### config.mk
export PLATFORM = sky130hd
export DESIGN_NAME = diffpair_encoder
export DESIGN_NICKNAME = d
export VERILOG_FILES = /design/src/rtl/diffpair_pkg.sv /design/src/rtl/dp_cfg_check.sv /design/src/rtl/dp_code_map.sv /design/src/rtl/diffpair_encoder.sv
export SDC_FILE = /design/constraint.sdc
export NUM_CORES = 1
export LEC_CHECK = 0
export BUFFER_PORTS_ARGS = -buffer_cell sky130_fd_sc_hd__buf_2
export CAP_MARGIN = 20
export CORE_MARGIN = 1.5
export CORE_UTILIZATION = 55
export CTS_BUF_LIST = sky130_fd_sc_hd__clkbuf_4 sky130_fd_sc_hd__clkbuf_8
export CTS_CLUSTER_SIZE = 16
export DETAILED_ROUTE_END_ITERATION = 7
export HOLD_SLACK_MARGIN = 0.08
export PLACE_DENSITY = 0.83
export SKIP_CTS_REPAIR_TIMING = 1
export SLEW_MARGIN = 20
export SYNTH_ARGS = -nofsm -noshare
export SYNTH_HDL_FRONTEND = slang
export SYNTH_SLANG_ARGS = --single-unit
export TNS_END_PERCENT = 30
### constraint.sdc
create_clock -name clk -period 3.88 [get_ports clk]
set_clock_uncertainty 0.05 [all_clocks]
set_input_delay 0.388 -clock clk [delete_from_list [all_inputs] [get_ports clk]]
set_output_delay 0.388 -clock clk [all_outputs]
set_load 0.01 [all_outputs]
### src/rtl/diffpair_pkg.sv
package diffpair_pkg;

    typedef enum logic [1:0] {
        ENC_SIGNED = 2'd0,
        ENC_OFFSET = 2'd1,
        ENC_FULL   = 2'd2
    } enc_mode_e;

    function automatic enc_mode_e pick_mode(input logic full_res, input logic pos_mode);
        if (full_res)      return ENC_FULL;
        else if (pos_mode) return ENC_OFFSET;
        else               return ENC_SIGNED;
    endfunction

endpackage

### src/rtl/dp_cfg_check.sv
module dp_cfg_check #(
    parameter int unsigned PID_W      = 2,
    parameter int unsigned PARTNER_ID = 1
) (
    input  logic             en_a,
    input  logic             en_b,
    input  logic [PID_W-1:0] partner_req,
    output logic             diff_active,
    output logic             cfg_bad
);
    localparam logic [PID_W-1:0] PID = PID_W'(PARTNER_ID);

    logic pair_ok;

    always_comb begin
        pair_ok     = (partner_req == PID);
        diff_active = en_a && en_b && pair_ok;
        cfg_bad     = (en_a ^ en_b) || ((en_a || en_b) && !pair_ok);
    end

    // an active pair and a configuration fault exclude each other
    always_comb begin
        cfg_excl_chk: assert (!(diff_active && cfg_bad));
    end
endmodule

### src/rtl/dp_code_map.sv
module dp_code_map
    import diffpair_pkg::*;
#(
    parameter int unsigned DATA_W = 16
) (
    input  logic [DATA_W-1:0] smp_a,
    input  logic [DATA_W-1:0] smp_b,
    input  logic              b_is_master,
    input  enc_mode_e         mode,
    output logic [DATA_W-1:0] code
);
    localparam int unsigned DW = DATA_W + 1;
    localparam logic [DATA_W-1:0] MID = {1'b1, {(DATA_W-1){1'b0}}};

    logic [DATA_W-1:0] mst, slv;
    logic signed [DW-1:0] delta, half;

    always_comb begin
        mst   = b_is_master ? smp_b : smp_a;
        slv   = b_is_master ? smp_a : smp_b;
        delta = $signed({1'b0, mst}) - $signed({1'b0, slv});
        half  = delta >>> 1;
        unique case (mode)
            ENC_FULL:   code = delta[DW-1] ? '0 : delta[DATA_W-1:0];
            ENC_OFFSET: code = half[DATA_W-1:0] + MID;
            default:    code = half[DATA_W-1:0];
        endcase
    end

    // a clamped output is zero whenever the slave is not below the master
    always_comb begin
        if (mode == ENC_FULL && slv >= mst) begin
            full_clamp_chk: assert (code == '0);
        end
    end
endmodule

### src/rtl/diffpair_encoder.sv
module diffpair_encoder
    import diffpair_pkg::*;
#(
    parameter int unsigned DATA_W     = 16,
    parameter int unsigned PID_W      = 2,
    parameter int unsigned PARTNER_ID = 1
) (
    input  logic              clk,
    input  logic              rst,
    input  logic              master_sel,
    input  logic              diff_en_a,
    input  logic              diff_en_b,
    input  logic [PID_W-1:0]  partner_req,
    input  logic              full_res,
    input  logic              pos_mode,
    input  logic              hw_trig,
    input  logic              sw_trig,
    input  logic [DATA_W-1:0] sample_a,
    input  logic [DATA_W-1:0] sample_b,
    input  logic              sample_valid,
    input  logic              err_clr,
    output logic              conv_start,
    output logic [DATA_W-1:0] result,
    output logic              result_valid,
    output logic              cfg_err,
    output logic              trig_err
);
    typedef struct packed {
        logic [DATA_W-1:0] result;
        logic              result_valid;
        logic              conv_start;
        logic              pending;
        logic              cfg_err;
        logic              trig_err;
    } state_t;

    state_t st_d, st_q;
    logic diff_active, cfg_bad;
    logic [DATA_W-1:0] code;

    dp_cfg_check #(.PID_W(PID_W), .PARTNER_ID(PARTNER_ID)) u_cfg (
        .en_a        (diff_en_a),
        .en_b        (diff_en_b),
        .partner_req (partner_req),
        .diff_active (diff_active),
        .cfg_bad     (cfg_bad)
    );

    dp_code_map #(.DATA_W(DATA_W)) u_map (
        .smp_a       (sample_a),
        .smp_b       (sample_b),
        .b_is_master (master_sel),
        .mode        (pick_mode(full_res, pos_mode)),
        .code        (code)
    );

    always_comb begin
        logic start_d, accept_d;
        st_d     = st_q;
        start_d  = hw_trig && diff_active;
        accept_d = sample_valid && st_q.pending && diff_active;

        st_d.conv_start   = start_d;
        st_d.result_valid = accept_d;
        if (accept_d) st_d.result = code;
        st_d.pending  = start_d || (st_q.pending && !accept_d && diff_active);
        st_d.cfg_err  = (st_q.cfg_err && !err_clr) || cfg_bad;
        st_d.trig_err = (st_q.trig_err && !err_clr) || (sw_trig && diff_active);
    end

    always_ff @(posedge clk) begin
        if (rst) st_q <= '0;
        else     st_q <= st_d;
    end

    assign conv_start   = st_q.conv_start;
    assign result       = st_q.result;
    assign result_valid = st_q.result_valid;
    assign cfg_err      = st_q.cfg_err;
    assign trig_err     = st_q.trig_err;

    // a start strobe follows a hardware trigger with both enables set
    start_hw_only_chk: assert property (@(posedge clk) disable iff (rst)
        conv_start |-> ($past(hw_trig) && $past(diff_en_a) && $past(diff_en_b)));

    // a valid pulse follows a sample strobe and lasts one cycle
    valid_after_sample_chk: assert property (@(posedge clk) disable iff (rst)
        result_valid |-> ($past(sample_valid) && !$past(result_valid)));

    // the result word holds between valid pulses
    result_hold_chk: assert property (@(posedge clk) disable iff (rst)
        !result_valid |-> $stable(result));

    // the configuration flag holds until cleared
    cfg_sticky_chk: assert property (@(posedge clk) disable iff (rst)
        (cfg_err && !err_clr) |=> cfg_err);

    // the trigger flag holds until cleared
    trig_sticky_chk: assert property (@(posedge clk) disable iff (rst)
        (trig_err && !err_clr) |=> trig_err);
endmodule

==> results.yml <==
cells_and_area:
  insertedDiodeCount: 0
  fin_cells: 378
  nFillCells: 378
  fin_nets: 392
  final_layout_size_suffix_gt1_share_pct: 29.6
  syn2layout_area_growth_pct: 12.0
critical_path:
  timing.rr.end: "result[15]$_SDFFE_PP0P_"
  worstReg2RegStart: "st_q[2]$_SDFF_PP0_"
  slowest_delay_ns: 0.39
  reg2reg_slack_ns: 2.41
  r2r_cells: 4
  cpMaxStageDelayCell: "buf_2"
  startpoint_type: "input port"
  critPathTopFamily: "compound AO/OA/AOI/OAI gates"
  path_buf_inv: 2
  cp-startpoint: "master_sel"
  worst_setup_path_end_kind: "flop"
  critPathCapture: "result[9]$_SDFFE_PP0P_"
  crit_cells: 10
  worst-path-max-fanout: 23
  crit_type: "in -> reg"
  crit_chain: "buf_2 > buf_4 > mux2_2 > ha_1 > nand4_1 > a31oi_2 > a211oi_4 > or2_1 > o32a_1 > a211oi_1"
  required_ns: 4.01
  crit_arrival_ns: 3.41
synth:
  synth_top_area_share_pct: 18.0
  syn_nets: 349
  ys_ff_latch: 21
  yosysWarnings: 0
  synthFlopType: "dfxtp_1"
  ys_types: 55
  synth-edff-count: 0
  ys_seq_area_share_pct: 18.0
  netlist_area_um2: 2330
  syn_avg_cell_area_um2: 8.15
  synthTopCellsByArea: "dfxtp_1, ha_1, mux2i_1"
  synth_cells: 286
  yosysTopAreaCell: "dfxtp_1"
  synth_common_cells: "nor2_1, dfxtp_1, mux2i_1, a21oi_1, ha_1"
  yosysMostFrequentCell: "nor2_1"
  async_flop_share_pct: 0
global_routing:
  gr-usage-met3_pct: 4.11
  busiest_layer: "met2"
  grt.met2_usage_pct: 42.7
  first_global_vias: 1970
  grt_usage_pct: 22.9
  grt_max_degree: 26
  grt_pass1_wl_um: 8340
  grtUsageMet1_pct: 27.4
  grt_antenna_before_repair: 0
  grt_overflow: 0
placed_design:
  gp_congestion: 0.869
  place.port_buffers: 64
  place_hpwl_um: 4120
  dp.cells: 374
  preCtsSetupSlack_ns: 0.317
sta:
  hold_violations: 0
  fmax_ghz: 0.305
  setup_slack_ns: 0.607
  setup_violations: 0
  rsz0062_at_grt: "false"
  fin_crit_ns: 3.27
  worst_slew_margin_rel_pct: 68.3
  drv_slew: 0
  finalCritPeriodShare_pct: 84.4
  worst_pin_slew_ns: 0.473
  setup_tns_ns: 0
cts:
  cts.sinks: 21
  clock-root-buffer: "clkbuf_8"
  clkTransAtPathRegs_ns: 0.08
  cts_tree: "yes"
  clkLatencyLatePin_ns: 0.26
  clockBufferDepth: 2
  h-tree-depth: 1
  numCtsBuffers: 3
power:
  power_density_nw_per_um2: 272
  power.combinational.fraction_pct: 48.7
  seq_power_share_pct: 30.5
  p_total_mw: 0.711
  clock_power_share_pct: 20.7
  p_int_mw: 0.447
  p_switching_mw: 0.264
  netSwitchingFraction_pct: 37.1
  p_leak_nw: 1.22
  peakVddDrop_v: 0.000172
route:
  via_per_inst: 5.98
  via_count: 2262
  drc_errors: 0
  ant_nets: 0
  routed_wl_um: 5180
  wire_per_inst_um: 13.7
  first_iter_violations: 130
  dr.pass1.iters: 4
die:
  coreArea_um2: 4030
  die_y_um: 68.1
  io_pins: 65
  die_w_um: 68.1
  rows: 23
  die-area_um2: 4640
  start_util_pct: 57.9
job:
  maxCapViolCount: 0
worst_hold_path:
  hp-class: "in -> reg"
run_status:
  status: "finished clean"
metal layers:
layer	vias up	wire length (um)
li1	1135	-
met2	45	2710
met4	0	65
met3	6	199
met1	1076	2200
met5	-	0
how the worst min path moves through the flow:
stage | depth (start not counted) | end | slack, ns | startpoint
global placement | 2 | result[15]$_SDFFE_PP0P_ | 0.42 | result[15]$_SDFFE_PP0P_
finish | 3 | trig_err$_SDFF_PP0_ | 0.33 | sw_trig
detailed placement | 2 | result[15]$_SDFFE_PP0P_ | 0.42 | result[15]$_SDFFE_PP0P_
floorplan | 2 | result[15]$_SDFFE_PP0P_ | 0.40 | result[15]$_SDFFE_PP0P_
CTS | 3 | trig_err$_SDFF_PP0_ | 0.33 | sw_trig
global route | 2 | conv_start$_SDFF_PP0_ | 0.34 | hw_trig
worst reg2reg max path, stage by stage (launching register included):
cell     delay, ns
dfxtp_1       0.34
nand3_1       0.34
nor4_1        0.38
mux2i_1       0.13
a31oi_1       0.17
area by class of cell:
| class | instances | area, um^2 | area share [%] |
|---|---|---|---|
| Sequential cell | 21 | 420 | 16.1 |
| Clock buffer | 3 | 41.3 | 1.58 |
| Clock inverter | 1 | 7.51 | 0.287 |
| Tap cell | 50 | 62.6 | 2.39 |
| Inverter | 8 | 30.0 | 1.15 |
| Timing Repair Buffer | 68 | 350 | 13.4 |
| Multi-Input combinational cell | 227 | 1700 | 65.1 |
cells by family (layout without fill, tap and decap cells):
logic type,count (synthesis),after routing,synth area share [%]
simple gates,84,84,18.3
compound gates,83,83,26.1
buf+inv,38,80,9.07
mux,35,35,15.8
flops,21,21,18.0
fa+ha+maj,18,18,9.98
xor+xnor,7,7,2.63
sequential cells by signal, summed over array words and instances (netlist names):
name,flops
cfg_err,1
conv_start,1
result,16
result_valid,1
st_q,1
trig_err,1
power groups by stage:
stage / logic [mW] / registers [mW] / clock network, mW
after floorplan: 0.264 / 0.223 / 0
after detailed placement: 0.343 / 0.222 / 0
after global placement: 0.336 / 0.222 / 0
after global routing: 0.383 / 0.217 / 0.161
final: 0.347 / 0.217 / 0.147
after CTS: 0.346 / 0.217 / 0.150
through the flow:
step / utilization [%] / hold slack (ns) / cell area (um^2)
after floorplan: - / 0.397 / 2330
after global placement: 63.6 / 0.418 / 2560
after detailed placement: 63.6 / 0.422 / 2560
after CTS: 64.8 / 0.330 / 2610
after global routing: 64.8 / 0.341 / 2610
final: 64.8 / 0.335 / 2610
cell usage in the layout, fill, tap and decap left out, types with 8 or more instances in the layout:
| master | instances |
|---|---|
| nand2_1 | 9 |
| mux2_2 | 15 |
| inv_1 | 8 |
| ha_1 | 17 |
| nor3_1 | 12 |
| a21oi_1 | 17 |
| a21o_1 | 9 |
| nor2_1 | 27 |
| buf_2 | 64 |
| nor2b_1 | 9 |
| dfxtp_1 | 21 |
| o21ai_0 | 10 |
| mux2i_1 | 20 |
Power figures use the tool's default switching activity.
